--- config.mk ---
export PLATFORM = sky130hd
export DESIGN_NAME = wkup_irq_ctrl
export DESIGN_NICKNAME = d
export VERILOG_FILES = /design/src/rtl/wkup_pkg.sv /design/src/rtl/wkup_sync.sv /design/src/rtl/wkup_edge.sv /design/src/rtl/wkup_regs.sv /design/src/rtl/wkup_irq_ctrl.sv
export SDC_FILE = /design/constraint.sdc
export NUM_CORES = 1
export LEC_CHECK = 0
export BUFFER_PORTS_ARGS = -buffer_cell sky130_fd_sc_hd__buf_2
export CORE_ASPECT_RATIO = 0.6
export CORE_UTILIZATION = 59
export DETAILED_ROUTE_END_ITERATION = 8
export PLACE_DENSITY = 0.82
export SLEW_MARGIN = 25
export SYNTH_ARGS = -nofsm -noshare
export SYNTH_HDL_FRONTEND = slang
export SYNTH_SLANG_ARGS = --single-unit
--- constraint.sdc ---
create_clock -name clk -period 1.8 [get_ports clk]
set_input_delay 0.09 -clock clk [delete_from_list [all_inputs] [get_ports clk]]
set_output_delay 0.09 -clock clk [all_outputs]
set_load 0.01 [all_outputs]
--- src/rtl/wkup_pkg.sv ---
package wkup_pkg;
  localparam int ADDR_W = 3;
  localparam logic [ADDR_W-1:0] ADR_MASK = 3'd0;
  localparam logic [ADDR_W-1:0] ADR_POL  = 3'd1;
  localparam logic [ADDR_W-1:0] ADR_PEND = 3'd2;
  localparam logic [ADDR_W-1:0] ADR_CTRL = 3'd3;
  localparam int CTRL_GIE = 0;
  localparam int CTRL_PIE = 1;
endpackage

--- src/rtl/wkup_sync.sv ---
module wkup_sync #(
  parameter int               WIDTH   = 1,
  parameter int               STAGES  = 2,
  parameter logic [WIDTH-1:0] RST_VAL = '0
) (
  input  logic             clk,
  input  logic             rst,
  input  logic [WIDTH-1:0] d,
  output logic [WIDTH-1:0] q
);
  genvar b;
  generate
    for (b = 0; b < WIDTH; b++) begin : g_bit
      logic [STAGES-1:0] chain;
      always_ff @(posedge clk) begin
        if (rst) chain <= {STAGES{RST_VAL[b]}};
        else     chain <= {chain[STAGES-2:0], d[b]};
      end
      assign q[b] = chain[STAGES-1];
    end
  endgenerate
endmodule

--- src/rtl/wkup_edge.sv ---
module wkup_edge #(
  parameter int               WIDTH   = 1,
  parameter logic [WIDTH-1:0] RST_VAL = '0
) (
  input  logic             clk,
  input  logic             rst,
  input  logic [WIDTH-1:0] cur,
  input  logic [WIDTH-1:0] fall_sel,
  output logic [WIDTH-1:0] evt
);
  logic [WIDTH-1:0] prev;

  always_ff @(posedge clk) begin
    if (rst) prev <= RST_VAL;
    else     prev <= cur;
  end

  // per bit: falling when selected, rising otherwise
  assign evt = (fall_sel & prev & ~cur) | (~fall_sel & ~prev & cur);
endmodule

--- src/rtl/wkup_regs.sv ---
module wkup_regs
  import wkup_pkg::*;
#(
  parameter int NUM_PINS = 7,
  parameter int DATA_W   = 8
) (
  input  logic                clk,
  input  logic                rst,
  input  logic                wr,
  input  logic [ADDR_W-1:0]   addr,
  input  logic [DATA_W-1:0]   wdata,
  input  logic [NUM_PINS-1:0] pin_evt,
  output logic [NUM_PINS-1:0] mask,
  output logic [NUM_PINS-1:0] fall_sel,
  output logic [NUM_PINS-1:0] pend,
  output logic                gie,
  output logic                pie,
  output logic [DATA_W-1:0]   rdata
);
  logic [NUM_PINS-1:0] clr_vec;
  logic [DATA_W-1:0]   rd_mux;
  logic                unused_wdata;

  assign unused_wdata = ^wdata;
  assign clr_vec = (wr && addr == ADR_PEND) ? wdata[NUM_PINS-1:0] : '0;

  always_ff @(posedge clk) begin
    if (rst) begin
      mask     <= '0;
      fall_sel <= '0;
      gie      <= 1'b0;
      pie      <= 1'b0;
    end else if (wr) begin
      if (addr == ADR_MASK) mask     <= wdata[NUM_PINS-1:0];
      if (addr == ADR_POL)  fall_sel <= wdata[NUM_PINS-1:0];
      if (addr == ADR_CTRL) begin
        gie <= wdata[CTRL_GIE];
        pie <= wdata[CTRL_PIE];
      end
    end
  end

  // edge set dominates a same-cycle clear
  always_ff @(posedge clk) begin
    if (rst) pend <= '0;
    else     pend <= (pend & ~clr_vec) | pin_evt;
  end

  always_comb begin
    rd_mux = '0;
    case (addr)
      ADR_MASK: rd_mux[NUM_PINS-1:0] = mask;
      ADR_POL:  rd_mux[NUM_PINS-1:0] = fall_sel;
      ADR_PEND: rd_mux[NUM_PINS-1:0] = pend;
      ADR_CTRL: begin
        rd_mux[CTRL_GIE] = gie;
        rd_mux[CTRL_PIE] = pie;
      end
      default:  rd_mux = '0;
    endcase
  end

  always_ff @(posedge clk) begin
    if (rst) rdata <= '0;
    else     rdata <= rd_mux;
  end
endmodule

--- src/rtl/wkup_irq_ctrl.sv ---
module wkup_irq_ctrl
  import wkup_pkg::*;
#(
  parameter int NUM_PINS    = 7,
  parameter int DATA_W      = 8,
  parameter int SYNC_STAGES = 2
) (
  input  logic                clk,
  input  logic                rst,
  input  logic [NUM_PINS-1:0] pin_in,
  input  logic                rx_in,
  input  logic                reg_wr,
  input  logic [ADDR_W-1:0]   reg_addr,
  input  logic [DATA_W-1:0]   reg_wdata,
  output logic [DATA_W-1:0]   reg_rdata,
  output logic                irq,
  output logic                wake
);
  logic [NUM_PINS-1:0] pin_sync_w;
  logic [NUM_PINS-1:0] pin_evt_w;
  logic [NUM_PINS-1:0] mask_w;
  logic [NUM_PINS-1:0] fall_w;
  logic [NUM_PINS-1:0] pend_w;
  logic                gie_w;
  logic                pie_w;
  logic                rx_sync_w;
  logic                rx_fall_w;
  logic                armed_w;

  wkup_sync #(.WIDTH(NUM_PINS), .STAGES(SYNC_STAGES), .RST_VAL('0)) u_pin_sync (
    .clk(clk), .rst(rst), .d(pin_in), .q(pin_sync_w)
  );

  wkup_sync #(.WIDTH(1), .STAGES(SYNC_STAGES), .RST_VAL(1'b1)) u_rx_sync (
    .clk(clk), .rst(rst), .d(rx_in), .q(rx_sync_w)
  );

  wkup_edge #(.WIDTH(NUM_PINS), .RST_VAL('0)) u_pin_edge (
    .clk(clk), .rst(rst), .cur(pin_sync_w), .fall_sel(fall_w), .evt(pin_evt_w)
  );

  wkup_edge #(.WIDTH(1), .RST_VAL(1'b1)) u_rx_edge (
    .clk(clk), .rst(rst), .cur(rx_sync_w), .fall_sel(1'b1), .evt(rx_fall_w)
  );

  wkup_regs #(.NUM_PINS(NUM_PINS), .DATA_W(DATA_W)) u_regs (
    .clk(clk), .rst(rst), .wr(reg_wr), .addr(reg_addr), .wdata(reg_wdata),
    .pin_evt(pin_evt_w), .mask(mask_w), .fall_sel(fall_w), .pend(pend_w),
    .gie(gie_w), .pie(pie_w), .rdata(reg_rdata)
  );

  assign armed_w = |(pend_w & mask_w);

  always_ff @(posedge clk) begin
    if (rst) begin
      irq  <= 1'b0;
      wake <= 1'b0;
    end else begin
      irq  <= gie_w & pie_w & armed_w;
      wake <= armed_w | rx_fall_w;
    end
  end
endmodule

Yosys cells after proc, flatten, opt, wreduce, memory -nomap -nowiden
Index checks and enable logic that the tools add are counted.
{"block": "word_totals", "ff_bits": 57, "in_bits": 22, "output_inout_bits": 10, "wordCells": 48}
{"block": "classes", "eq_ne": 3, "muxes": 3, "n_bitwise": 17, "n_reduce_logical": 6}
{"cell": "$and A7 B7 Y7", "count": 6}
{"cell": "$not A7 Y7", "count": 4}
{"cell": "$pmux W5 S3", "count": 1}
{"cell": "$or A7 B7 Y7", "count": 2}
{"cell": "$pmux W2 S4", "count": 1}
{"cell": "$mux W7", "count": 1}
{"cell": "$reduce_or A7 Y1", "count": 1}
{"cell": "$eq A3 B2 Y1 const B", "count": 2}
{"cell": "$reduce_and A2 Y1", "count": 3}
{"cell": "$and A1 B1 Y1", "count": 3}
{"cell": "$eq A3 B1 Y1 const B", "count": 1}
{"cell": "$logic_not A3 Y1", "count": 1}
{"cell": "$logic_and A1 B1 Y1", "count": 1}
{"cell": "$not A1 Y1", "count": 1}
{"cell": "$or A1 B1 Y1", "count": 1}

Depth between registers and ports, before layout
Gate-level depths: netlist of run 1.
{"block": "depth", "word_depth": 6, "mapped_depth": 5, "depth_no_buf": 3}

Modules after synthesis
From an unflattened synthesis of run 1, not the netlist that was laid out.
{"block": "hier_totals", "cells_unflattened": 214, "area_unflattened_um2": 2265.9}
{"module": "wkup_regs", "n_inst": 1, "cells_per_inst": 123, "area_each_um2": 1270.0}
{"module": "wkup_sync at u_pin_sync", "n_inst": 1, "cells_per_inst": 36, "area_each_um2": 460.4}
{"module": "wkup_edge at u_pin_edge", "n_inst": 1, "cells_per_inst": 35, "area_each_um2": 341.6}
{"module": "wkup_irq_ctrl", "n_inst": 1, "cells_per_inst": 11, "area_each_um2": 92.6}
{"module": "wkup_sync at u_rx_sync", "n_inst": 1, "cells_per_inst": 4, "area_each_um2": 52.6}
{"module": "wkup_edge at u_rx_edge", "n_inst": 1, "cells_per_inst": 5, "area_each_um2": 48.8}

Least setup slack after synthesis of run 1
OpenSTA, ideal clock, no wires.
{"block": "synth_path", "path_kind": "register to register", "from": "reg u_regs.fall_sel[0]", "to": "reg u_regs.rdata[0]", "setup_ns": 0.128, "t_arrival_ns": 0.907, "setup_slack_ns": 0.764, "path_stages_with_launch": 3, "path_buffers": 0, "period_less_slack_ns": 1.036, "cell_sequence": "dfxtp_1 > mux4_1 > nor3b_1"}
{"block": "synth_via", "elab_chain_cells": 1}
{"item": "start: declaration", "line": "wkup_regs.sv:14", "rtl": "output logic [NUM_PINS-1:0] fall_sel,"}
{"item": "start signal: assignment", "line": "wkup_regs.sv:35", "rtl": "if (addr == ADR_POL) fall_sel <= wdata[NUM_PINS-1:0];"}
{"item": "$pmux W2 S4", "line": "wkup_regs.sv:51", "rtl": "case (addr)"}
{"item": "end signal: assignment", "line": "wkup_regs.sv:65", "rtl": "else rdata <= rd_mux;"}
{"item": "end: declaration", "line": "wkup_regs.sv:18", "rtl": "output logic [DATA_W-1:0] rdata"}
Every way passes these cells.
A chain may end at the register's enable or synchronous reset.

Final worst setup path of run 1
{"block": "layout_path", "from": "reg u_regs.pend[4]", "to": "reg wake"}
{"block": "layout_via", "elab_chain_cells": 3}
{"item": "start: declaration", "line": "wkup_regs.sv:15", "rtl": "output logic [NUM_PINS-1:0] pend,"}
{"item": "start signal: assignment", "line": "wkup_regs.sv:46", "rtl": "else pend <= (pend & ~clr_vec) | pin_evt;"}
{"item": "$and A7 B7 Y7", "line": "wkup_irq_ctrl.sv:52", "rtl": "assign armed_w = |(pend_w & mask_w);"}
{"item": "$reduce_or A7 Y1", "line": "wkup_irq_ctrl.sv:52"}
{"item": "$or A1 B1 Y1", "line": "wkup_irq_ctrl.sv:60", "rtl": "wake <= armed_w | rx_fall_w;"}
{"item": "end signal: assignment", "line": "wkup_irq_ctrl.sv:60"}
{"item": "end: declaration", "line": "wkup_irq_ctrl.sv:17", "rtl": "output logic wake"}
Every way passes these cells.

==> implementation parameters, run 1 <==
Parameter                              Value

Outcome
  Status ... complete, no violations

STA
  Total of endpoints with negative setup slack in the final report ... 0
  Final period utilization ... 64.32%
  Worst clock skew ... 0.006018 ns
  Time the final worst path needs with I/O delays and setup ... 1.158 ns
  Total count of max-transition violations in the final report ... 0
  Setup repair after global routing missed its margin ... no
  Count of final hold-check violations ... 0
  Timing-limited maximum frequency ... 863.8 MHz
  Total negative slack ... 0 ns

Floorplan
  Die span in y ... 47.97 um
  Num rows ... 16
  Starting density of the core ... 62.92%
  Number of primary I/O pins ... 32
  Width of the die ... 78.62 um
  Area inside the core boundary ... 3303 sq um
  Die outline area ... 3771 sq um

Drt
  Post-DRT Antenna Nets ... 0
  First-pass iteration count of the detailed router ... 4
  Met3 WL ... 302 um
  Detail-routed net length per standard cell ... 14.28 um
  1st-iter DRT viols ... 58
  Metal2 WL ... 1839 um
  Top layer reached by signal wires ... met4
  Number of vias per cell ... 5.407
  Via count ... 1514
  Routed wire length ... 3999 um
  DR DRC count ... 0
  Met1 wire length ... 1826 um

Run
  Max-cap violation count ... 0

Clock tree
  Clock latency at the later pin of the worst-skew pair ... 0.30 ns
  Max H-tree Level ... 2
  Number of buffers created by CTS ... 5
  Total of hold buffers inserted after clock tree synthesis ... 5
  Maximum buffer depth of the clock tree ... 2
  Post CTS Setup Buffer Count ... 0
  Post-CTS clock slew at the launch and capture registers of the worst setup and hold paths ... 0.09 ns
  CTS tree ... yes
  Post-cts sizing count ... 0
  Clock net sink count ... 56
  Root cell of the clock tree ... clkbuf_8

Layout
  Area growth from synthesis to layout ... 14.87%
  Most common cell after layout, fill and taps aside ... dfxtp_1
  Number of nets at the end of the flow ... 257
  Footprint of the multi-input gates ... 863.3 sq um
  Sequential cell area ... 1121 sq um
  Share of post-route cells with drive strength above 1 ... 19.15%
  Finished Layout Cells ... 280
  Layout Utilization ... 72.27%
  Fill cell total of the finished layout ... 262
  Top library cells by usage in the layout, fill and taps aside ... dfxtp_1 (56), buf_2 (29), nor2_1 (28)
  Post-Layout Inst Area ... 2387 sq um
  Number of inserted diodes ... 0

Worst setup path
  R2R Path End ... wake$_SDFF_PP0_
  Startpoint of the most critical register-to-register path ... u_regs.pend[4]$_SDFF_PP0_
  Critical Path AT ... 1.34 ns
  Startpoint types ... flop
  Crit path kind ... flop to flop
  Worst Reg-to-Reg Cells ... 3
  Reg-to-reg setup timing slack ... 0.64 ns
  Cell family with the largest share of critical-path delay ... compound AO/OA/AOI/OAI gates
  Maximum net fanout on the critical path ... 3
  Data required time at the worst endpoint ... 1.99 ns
  Slowest library cell on the worst path ... a222oi_1
  Buf/Inv on CP ... 0
  Critical path's largest stage delay ... 0.38 ns
  CP cell instances ... a222oi_1 -> and3_1 -> a21oi_1
  Nature of the critical path endpoint ... flop

Logic synthesis
  Share of Yosys cell area claimed by the top area cell type ... 53.94%
  Post-Synthesis Cells ... 199
  Net count after synthesis ... 221
  Largest cells by area after synthesis ... dfxtp_1 (54%), mux2i_1 (10%), nor2b_1 (6.6%)
  Top cell type by total area after synthesis ... dfxtp_1
  Yosys warns ... 0
  Average instance area after synthesis ... 10.44 sq um
  Fraction of the yosys area taken by sequential cells ... 53.94%
  Number of flip-flops and latches in the synthesized netlist ... 56
  Count of unique library cells instantiated by Yosys ... 28
  Cell area after synthesis ... 2078 sq um

Placed design
  Placed instance area ... 2250 sq um
  Number of instances in the placed design ... 267
  Gp weighted congestion ... 0.8436
  DP Wirelength ... 2793 um
  Port Buffers ... 29

Hold path
  Number of cells traversed by the worst hold path ... 2
  End of the worst hold path ... u_pin_sync.g_bit[4].chain[0]$_SDFF_PP0_
  HP Class ... primary input to flop
  Hold path startpoint ... pin_in[4]

Power and ir drop
  Highest ir drop seen on vdd ... 0.6015 mV
  Combinational group share of total power ... 7.8%
  NetSw ... 467.6 uW
  Areal power density over the cells ... 876.7 nW/um^2
  Overall power ... 2.093 mW
  Design internal power ... 1.625 mW
  Leak Pwr ... 1.008 nW
  Net Sw Frac ... 22.34%
  Fraction of power consumed by the clock network ... 30.1%
  Sequential power share ... 62.2%

Global routing
  Initial antenna violation count ... 0
  Vias in the first global route ... 1304
  Residual overflow from global routing ... 0
  Global-route wire length before repair ... 5975 um
  Global router's overall resource usage ... 21.99%
  Maximum number of pins on one net before global-route repair ... 29
## sequential cells by signal (all words and copies together) (netlist names)
name	cells
u_regs.fall_sel	7
u_regs.rdata	7
irq	1
u_pin_edge.prev	7
u_regs.pie	1
wake	1
u_rx_sync.g_bit.chain	2
u_pin_sync.g_bit.chain	14
u_rx_edge.prev	1
u_regs.gie	1
u_regs.mask	7
u_regs.pend	7
## layout make-up
cell class	count	share of cell area, %
timing repair buffer	40	10.17
multi-input combinational	125	36.16
tap	45	2.358
clock inverter	1	0.2096
sequential	56	46.96
inverter	7	1.101
clock buffer	6	3.040
## per-stage QoR
step / hold slack (ns) / setup WS [ns]
CTS: 0.0006910 / 0.6323
finish: 0.006379 / 0.6423
detailed placement: 0.2851 / 0.4228
global placement: 0.2743 / 0.5086
floorplan: 0.1661 / 0.7644
global route: 0.01247 / 0.5832
## power groups by stage
stage | combinational, mW | sequential, mW | clock, mW
2_1_floorplan | 0.103 | 1.32 | 0
3_3_place_gp | 0.145 | 1.33 | 0
3_5_place_dp | 0.152 | 1.33 | 0
4_1_cts | 0.160 | 1.30 | 0.636
5_1_grt | 0.178 | 1.31 | 0.684
6_report | 0.163 | 1.30 | 0.629
## per-layer routing
layer  GRT usage, %  up-vias
met5              0        -
met4          10.37        0
met3          5.524        5
met2          36.70       53
met1          27.92      713
li1               -      743
## cell families (layout without fill, tap and decap cells)
| group | count (synthesis) | count (layout) | synth area share [%] |
|---|---|---|---|
| AO/OA/AOI/OAI | 31 | 31 | 9.030 |
| buffers and inverters | 18 | 54 | 4.515 |
| flip-flops | 56 | 56 | 53.94 |
| multiplexers | 23 | 23 | 12.46 |
| other | 1 | 1 | 0.1804 |
| AND/OR/NAND/NOR | 70 | 70 | 19.87 |
## worst max-delay path by stage
stage / from / to / depth (start not counted) / slack (ns)
detailed placement: reg_addr[1] / u_regs.fall_sel[0]$_SDFFE_PP0P_ / 5 / 0.42
finish: u_regs.pend[4]$_SDFF_PP0_ / wake$_SDFF_PP0_ / 3 / 0.64
global placement: reg_addr[1] / u_regs.fall_sel[2]$_SDFFE_PP0P_ / 5 / 0.51
global route: u_regs.pend[4]$_SDFF_PP0_ / wake$_SDFF_PP0_ / 3 / 0.58
CTS: u_regs.pend[4]$_SDFF_PP0_ / wake$_SDFF_PP0_ / 3 / 0.63
floorplan: u_regs.fall_sel[0]$_SDFFE_PP0P_ / u_regs.rdata[0]$_SDFF_PP0_ / 2 / 0.76
## cells in the mapped netlist, drive strengths merged
library cell,instances
nand2,1
a22oi,2
or2,3
mux4,2
a21oi,15
nor3,1
dfxtp,56
a211o,1
nand4b,1
a2bb2oi,5
clkbuf,6
nand2b,1
nor3b,2
nor4bb,1
mux2i,21
nor2b,22
nor2,28
o21ai,7
and3b,7
a222oi,1
conb,1
nor4b,1
buf,5
and3,1
inv,7
nand4bb,1
No activity file was read; power rests on OpenSTA's default activity.
==> inputs of run 2 (changes only) <==
--- a/config.mk
+++ b/config.mk
@@ -7,9 +7,9 @@
 export LEC_CHECK = 0
 export BUFFER_PORTS_ARGS = -buffer_cell sky130_fd_sc_hd__buf_2
 export CORE_ASPECT_RATIO = 0.6
-export CORE_UTILIZATION = 59
+export CORE_UTILIZATION = 49
 export DETAILED_ROUTE_END_ITERATION = 8
-export PLACE_DENSITY = 0.82
+export PLACE_DENSITY = 0.73
 export SLEW_MARGIN = 25
 export SYNTH_ARGS = -nofsm -noshare
 export SYNTH_HDL_FRONTEND = slang
==> constraint.sdc (replaced) <==
create_clock -name clk -period 1.02 [get_ports clk]
set_input_delay 0.051 -clock clk [delete_from_list [all_inputs] [get_ports clk]]
set_output_delay 0.051 -clock clk [all_outputs]
set_load 0.01 [all_outputs]
==> run 2 against run 1 <==
Against the previous run:
- the flow now finishes with violations (setup timing)
- clock power up 100%
- clock skew shrank 0.0020 ns
- worst setup slack lost 0.69 ns
- largest cell class unchanged
- largest power group unchanged
- sequential share of layout area is 3.6 points lower
==> implementation parameters, run 2 (synthesized netlist as in run 1, its figures left out) <==
Parameter                              Value

Drt
  First-pass iteration count of the detailed router ... 4 (unchanged)
  Met3 WL ... 193 um (-36%)
  1st-iter DRT viols ... 82 (+41%)
  Via count ... 1523 (+0.59%)
  Routed wire length ... 3853 um (-3.7%)
  Post-DRT Antenna Nets ... 0 (unchanged)
  DR DRC count ... 0 (unchanged)
  Met1 wire length ... 2043 um (+12%)
  Metal2 WL ... 1561 um (-15%)
  Detail-routed net length per standard cell ... 12.39 um (-13%)
  Top layer reached by signal wires ... met4
  Number of vias per cell ... 4.897 (-9.4%)

STA
  Total of endpoints with negative setup slack in the final report ... 4 (+4)
  Total count of max-transition violations in the final report ... 0 (unchanged)
  Timing-limited maximum frequency ... 933.7 MHz (+8.1%)
  Setup repair after global routing missed its margin ... yes
  Hold Worst Slack ... 0.01386 ns (+0.007483 ns)
  Setup ws final ... -0.05097 ns (-0.6932 ns)
  Count of final hold-check violations ... 0 (unchanged)
  Final period utilization ... 105.0% (+41 points)
  Total negative slack ... -0.1288 ns (-0.1288 ns)
  Time the final worst path needs with I/O delays and setup ... 1.071 ns (-0.08676 ns)
  Worst clock skew ... 0.004021 ns (-0.001997 ns)

Layout
  Number of nets at the end of the flow ... 276 (+7.4%)
  Top library cells by usage in the layout, fill and taps aside ... dfxtp_1 (51), buf_2 (29), nor2_1 (28)
  Most common cell after layout, fill and taps aside ... dfxtp_1
  Most flops, register ... u_pin_sync.g_bit.chain
  Share of post-route cells with drive strength above 1 ... 28.35% (+9.2 points)
  Finished Layout Cells ... 311 (+11%)
  Area growth from synthesis to layout ... 25.05%
  Flip-flop count of the largest register after layout ... 14 (unchanged)
  Fill cell total of the finished layout ... 311 (+19%)
  Number of inserted diodes ... 0 (unchanged)

Global routing
  Maximum number of pins on one net before global-route repair ... 19 (-34%)
  Global router's overall resource usage ... 20.11% (-1.9 points)
  Initial antenna violation count ... 0 (unchanged)
  Residual overflow from global routing ... 0 (unchanged)
  Vias in the first global route ... 1415 (+8.5%)
  Global-route wire length before repair ... 6582 um (+10%)

Worst setup path
  Worst Reg-to-Reg Cells ... 3 (unchanged)
  Critical Path AT ... 1.27 ns (-0.07 ns)
  Data required time at the worst endpoint ... 1.22 ns (-0.77 ns)
  R2R Path End ... wake$_SDFF_PP0_
  Startpoint of the most critical register-to-register path ... u_regs.mask[4]$_SDFFE_PP0P_
  Crit path kind ... flop to flop
  Nature of the critical path endpoint ... flop
  Startpoint types ... flop
  Maximum net fanout on the critical path ... 2 (-1)
  Reg-to-reg setup timing slack ... -0.05 ns (-0.69 ns)

Clock tree
  Max H-tree Level ... 2 (unchanged)
  Clock latency at the later pin of the worst-skew pair ... 0.30 ns (about the same)
  Clock net sink count ... 56 (unchanged)
  Post-CTS clock slew at the launch and capture registers of the worst setup and hold paths ... 0.09 ns (about the same)
  Root cell of the clock tree ... clkbuf_8
  Number of buffers created by CTS ... 5 (unchanged)
  Maximum buffer depth of the clock tree ... 2 (unchanged)
  CTS tree ... yes

Hold path
  Number of cells traversed by the worst hold path ... 3 (+1)
  Hold path startpoint ... reg_wdata[5]
  HP Class ... primary input to flop
  End of the worst hold path ... u_regs.fall_sel[5]$_SDFFE_PP0P_

Outcome
  Violations in the final reports ... setup timing
  Status ... finished, violations left

Run
  Max-cap violation count ... 0 (unchanged)

Power and ir drop
  Combinational group share of total power ... 8.7% (+0.9 points)
  Sequential power share ... 58.9% (-3.3 points)
  Design internal power ... 3.047 mW (+87%)
  Net Sw Frac ... 21.79% (-0.55 points)
  Highest ir drop seen on vdd ... 0.7621 mV (+27%)
  NetSw ... 849.1 uW (+82%)
  Leak Pwr ... 1.113 nW (+10%)
  Areal power density over the cells ... 1499 nW/um^2 (+71%)
  Fraction of power consumed by the clock network ... 32.5% (+2.4 points)
  Overall power ... 3.896 mW (+86%)

Placed design
  Port Buffers ... 29 (unchanged)
  DP Wirelength ... 2753 um (-1.4%)
  Number of instances in the placed design ... 293 (+9.7%)
  Gp weighted congestion ... 0.7760 (-8.0%)

Floorplan
  Num rows ... 17 (+1)
  Die span in y ... 52.45 um (+9.3%)
  Starting density of the core ... 53.98% (-8.9 points)
  Die outline area ... 4514 sq um (+20%)
  Number of primary I/O pins ... 32 (unchanged)
  Area inside the core boundary ... 3850 sq um (+17%)
  Width of the die ... 86.08 um (+9.5%)
==> run 2: cell count changes in the layout (fill, tap and decap cells not counted), sizes merged <==
cell | previous run | this run
dlygate4sd3 | 6 | 8
clkinv | 1 | 0
clkbuf | 6 | 7
buf | 34 | 51
==> run 2: power by group through the flow <==
stage               Clock, mW  Sequential, mW  Combinational, mW
floorplan                   0            2.33              0.183
global placement            0            2.34              0.303
detailed placement          0            2.34              0.306
CTS                      1.32            2.29              0.337
global route             1.40            2.30              0.372
finish                   1.27            2.29              0.337
==> run 2: area by class of cell <==
cell class / count / area (sq um) / area share [%]
Timing Repair Buffer: 59 / 402.9 / 15.50
Sequential cell: 56 / 1127 / 43.38
Inverter: 7 / 26.28 / 1.011
Tap cell: 57 / 71.32 / 2.744
Multi-Input combinational cell: 125 / 874.6 / 33.65
Clock buffer: 7 / 96.34 / 3.707
==> run 2: worst max-delay path by stage <==
| stage | from | endpoint | slack (ns) | depth (start not counted) |
|---|---|---|---|---|
| after floorplan | u_regs.gie$_SDFFE_PP0P_ | u_regs.rdata[0]$_SDFF_PP0_ | 0.009 | 2 |
| after global placement | reg_addr[0] | u_regs.fall_sel[0]$_SDFFE_PP0P_ | -0.09 | 5 |
| after detailed placement | reg_addr[0] | u_regs.fall_sel[2]$_SDFFE_PP0P_ | -0.11 | 5 |
| after CTS | u_regs.mask[4]$_SDFFE_PP0P_ | wake$_SDFF_PP0_ | -0.05 | 3 |
| after global routing | u_regs.mask[4]$_SDFFE_PP0P_ | wake$_SDFF_PP0_ | -0.09 | 3 |
| final | u_regs.mask[4]$_SDFFE_PP0P_ | wake$_SDFF_PP0_ | -0.05 | 3 |
==> run 2: metrics by stage <==
stage	area [sq um]	utilization, %	worst slack (ns)
floorplan	2079	-	0.009066
global placement	2390	62.07	-0.09219
detailed placement	2390	62.07	-0.1060
CTS	2595	67.40	-0.05496
global route	2599	67.50	-0.09211
finish	2599	67.50	-0.05097
==> run 2: routing by layer <==
| metal | GRT usage [%] | vias up |
|---|---|---|
| li1 | - | 781 |
| met1 | 27.85 | 704 |
| met2 | 28.57 | 33 |
| met3 | 7.244 | 5 |
| met4 | 7.500 | 0 |
| met5 | 0 | - |
==> run 2: repair_timing <==
| action | in CTS | in global routing |
|---|---|---|
| endpoints found under the hold margin | 8 | 0 |
| resized for setup | 5 | 1 |
| setup endpoints to repair | 4 | 5 |
| pin swaps | 3 | 1 |
| buffers inserted | 3 | 0 |
| hold buffers | 8 | 0 |
==> run 2: critical path: stages (launching register included) <==
cell and delay (ns):
dfxtp_2 0.33, a222oi_1 0.33, and3_1 0.23, a21oi_1 0.07
==> inputs of run 3 (changes only) <==
--- a/config.mk
+++ b/config.mk
@@ -5,11 +5,12 @@
 export SDC_FILE = /design/constraint.sdc
 export NUM_CORES = 1
 export LEC_CHECK = 0
+export ABC_AREA = 1
 export BUFFER_PORTS_ARGS = -buffer_cell sky130_fd_sc_hd__buf_2
 export CORE_ASPECT_RATIO = 0.6
-export CORE_UTILIZATION = 49
+export CORE_UTILIZATION = 50
 export DETAILED_ROUTE_END_ITERATION = 8
-export PLACE_DENSITY = 0.73
+export PLACE_DENSITY = 0.74
 export SLEW_MARGIN = 25
 export SYNTH_ARGS = -nofsm -noshare
 export SYNTH_HDL_FRONTEND = slang
==> run 3 against run 2 <==
Against the previous run:
- the run now ends clean
- final area is 1.8% lower
- cell count is 28% higher
- worst setup slack better by 0.14 ns
- first-iteration DRC count is 8.5% higher
==> implementation parameters, run 3 <==
Parameter                              Value

Floorplan
  Area inside the core boundary ... 4099 sq um (+6.5%)
  Die outline area ... 4564 sq um (+1.1%)
  Width of the die ... 86.55 um (+0.55%)
  Num rows ... 18 (+1)
  Starting density of the core ... 52.32% (-1.7 points)
  Die span in y ... 52.73 um (+0.54%)
  Number of primary I/O pins ... 32 (unchanged)

Layout
  Number of inserted diodes ... 0 (unchanged)
  Number of nets at the end of the flow ... 359 (+30%)
  Area growth from synthesis to layout ... 19.02%
  Share of post-route cells with drive strength above 1 ... 16.57% (-12 points)
  Top library cells by usage in the layout, fill and taps aside ... nand2_1 (63), nor2_1 (62), dfxtp_1 (56)
  Post-Layout Inst Area ... 2552 sq um (-1.8%)
  Flip-flop count of the largest register after layout ... 14 (unchanged)
  Most common cell after layout, fill and taps aside ... nand2_1
  Layout Utilization ... 62.27% (-5.2 points)
  Most flops, register ... u_pin_sync.g_bit.chain

Worst setup path
  Critical Path AT ... 1.17 ns (-0.10 ns)
  Startpoint types ... primary input
  Maximum net fanout on the critical path ... 22 (+20)
  Worst Reg-to-Reg Cells ... 6 (+3)
  R2R Path End ... wake$_SDFF_PP0_
  CP cell instances ... dlygate4sd3_1 -> buf_2 -> inv_1 -> buf_6 -> o21ai_0 -> nor2_1
  Startpoint of the most critical register-to-register path ... u_regs.pend[3]$_SDFF_PP0_
  Slowest library cell on the worst path ... dlygate4sd3_1
  Data required time at the worst endpoint ... 1.27 ns (+0.05 ns)
  Critical path's largest stage delay ... 0.53 ns (+0.20 ns)
  Cell family with the largest share of critical-path delay ... buffers and inverters
  Reg-to-reg setup timing slack ... 0.12 ns (+0.17 ns)
  Nature of the critical path endpoint ... flop
  Buf/Inv on CP ... 4 (+4)
  Crit path kind ... primary input to flop

STA
  Hold Worst Slack ... 0.007150 ns (-0.006713 ns)
  Setup repair after global routing missed its margin ... no
  Time the final worst path needs with I/O delays and setup ... 0.9282 ns (-0.1428 ns)
  Total of endpoints with negative setup slack in the final report ... 0 (-4)
  Total count of max-transition violations in the final report ... 0 (unchanged)
  Timing-limited maximum frequency ... 1077 MHz (+15%)
  Count of final hold-check violations ... 0 (unchanged)
  Final period utilization ... 91.00% (-14 points)
  Worst clock skew ... 0.004183 ns (+0.0001625 ns)

Logic synthesis
  Share of synthesized cell area in and, or, nand and nor gates ... 32.26% (+12 points)
  Number of enable-type register cells in the synthesized netlist ... 0 (unchanged)
  Number of flip-flops and latches in the synthesized netlist ... 56 (unchanged)
  Fraction of registers with async set or reset after synthesis ... 0% (unchanged)
  Post-Synthesis Cells ... 295 (+48%)
  Fraction of the yosys area taken by sequential cells ... 52.28% (-1.7 points)
  Cell area after synthesis ... 2145 sq um (+3.2%)
  Share of Yosys cell area claimed by the top area cell type ... 52.28% (-1.7 points)
  Top cell type by total area after synthesis ... dfxtp_1
  Portion of netlist area occupied by mux cells ... 0% (-12 points)
  Net count after synthesis ... 317 (+43%)
  Compound-cell area share of the yosys netlist ... 6.068% (-3.0 points)
  Count of unique library cells instantiated by Yosys ... 19 (-32%)
  Yosys warns ... 0 (unchanged)
  Main synth FF type ... dfxtp_1
  Average instance area after synthesis ... 7.270 sq um (-30%)
  Library cell with the highest instance count after synthesis ... nand2_1
  Synthesized-area fraction occupied by xor and xnor cells ... 0% (unchanged)
  Largest cells by area after synthesis ... dfxtp_1 (52%), nand2_1 (11%), nor2_1 (11%)
  Dominant combinational cell family by area after synthesis ... simple AND/OR/NAND/NOR gates
  Most used standard cells in the synthesized netlist ... nand2_1 (63), nor2_1 (62), dfxtp_1 (56), inv_1 (40), nand3_1 (18)
  Share of synthesized cell area in full adder, half adder and majority cells ... 0% (unchanged)

Outcome
  Status ... complete, no violations

Global routing
  Maximum number of pins on one net before global-route repair ... 23 (+4)
  Vias in the first global route ... 1632 (+15%)
  Residual overflow from global routing ... 0 (unchanged)
  Global-route wire length before repair ... 7065 um (+7.3%)
  Initial antenna violation count ... 0 (unchanged)
  Global router's overall resource usage ... 20.82% (+0.71 points)

Clock tree
  Post-CTS clock slew at the launch and capture registers of the worst setup and hold paths ... 0.09 ns (about the same)
  Clock latency at the later pin of the worst-skew pair ... 0.31 ns (about the same)
  Root cell of the clock tree ... clkbuf_8
  Max H-tree Level ... 2 (unchanged)
  Number of buffers created by CTS ... 5 (unchanged)
  Maximum buffer depth of the clock tree ... 2 (unchanged)
  Clock net sink count ... 56 (unchanged)
  CTS tree ... yes

Hold path
  HP Class ... primary input to flop
  Hold path startpoint ... reg_wdata[3]
  End of the worst hold path ... u_regs.fall_sel[3]$_SDFFE_PP0P_
  Number of cells traversed by the worst hold path ... 3 (unchanged)

Run
  Max-cap violation count ... 0 (unchanged)

Power and ir drop
  Highest ir drop seen on vdd ... 1.117 mV (+47%)
  Areal power density over the cells ... 1506 nW/um^2 (+0.47%)
  Overall power ... 3.845 mW (-1.3%)
  Leak Pwr ... 1.248 nW (+12%)

Drt
  Detail-routed net length per standard cell ... 10.79 um (-13%)
  Via count ... 1887 (+24%)
  Post-DRT Antenna Nets ... 0 (unchanged)
  1st-iter DRT viols ... 89 (+8.5%)
  Routed wire length ... 4293 um (+11%)
  First-pass iteration count of the detailed router ... 4 (unchanged)
  DR DRC count ... 0 (unchanged)
  Number of vias per cell ... 4.741 (-3.2%)

Placed design
  DP Wirelength ... 2994 um (+8.8%)
  Placed instance area ... 2366 sq um (-0.99%)
  Gp weighted congestion ... 0.8891 (+15%)
  Port Buffers ... 29 (unchanged)
run 3: tightest hold or removal path, cell delays in order:
cell and delay (ns):
buf_2 0.10, nor2_1 0.05, nor2_1 0.08
run 3: kinds of logic after synthesis:
logic type,after synthesis
AOI/OAI and AO/OA,26
buffers and inverters,51
and+or+nand+nor,161
other,1
DFF,56
run 3: final cells by class:
type	count	area (sq um)
Fill cell	403	1546
Multi-Input combinational cell	188	825.8
Clock inverter	2	10.01
Inverter	43	161.4
Tap cell	60	75.07
Sequential cell	56	1121
Clock buffer	6	82.58
Timing Repair Buffer	43	276.5
run 3: worst max path at each step:
stage,startpoint,to,slack [ns],cells past startpoint
2_1_floorplan,u_regs.pend[4]$_SDFF_PP0_,wake$_SDFF_PP0_,0.26,6
3_3_place_gp,reg_addr[2],u_regs.mask[3]$_SDFFE_PP0P_,0.03,6
3_5_place_dp,reg_addr[2],u_regs.fall_sel[4]$_SDFFE_PP0P_,-0.03,6
4_1_cts,rst,u_regs.fall_sel[4]$_SDFFE_PP0P_,0.05,6
5_1_grt,rst,u_regs.mask[6]$_SDFFE_PP0P_,0.02,6
6_report,rst,u_regs.fall_sel[4]$_SDFFE_PP0P_,0.09,6
run 3: power by group:
group | internal (mW) | total, mW | switching (mW)
Clock | 0.543 | 1.21 | 0.671
Sequential | 2.26 | 2.31 | 0.0470
Combinational | 0.130 | 0.319 | 0.189
Total | 2.94 | 3.84 | 0.907
run 3: timing repair:
item	in CTS	in global routing
hold buffers	9	0
endpoints found under the setup margin	0	9
setup buffers	0	0
endpoints found under the hold margin	9	0
gates resized for setup	0	1
run 3: metrics by stage:
step                      std cells  setup slack (ns)   TNS, ns
after global routing            398           0.02382         0
final                           398           0.09183         0
after CTS                       398           0.05481         0
after detailed placement        381          -0.02841  -0.07424
after floorplan                 295            0.2558         0
after global placement          381           0.02712         0
run 3: layer usage:
layer / GRT usage (%) / up-vias / wire length, um
met4: 7.500 / 0 / 45
met5: 0 / - / 0
met1: 26.79 / 840 / 2124
met2: 34.13 / 59 / 1838
met3: 5.354 / 6 / 284
li1: - / 982 / -
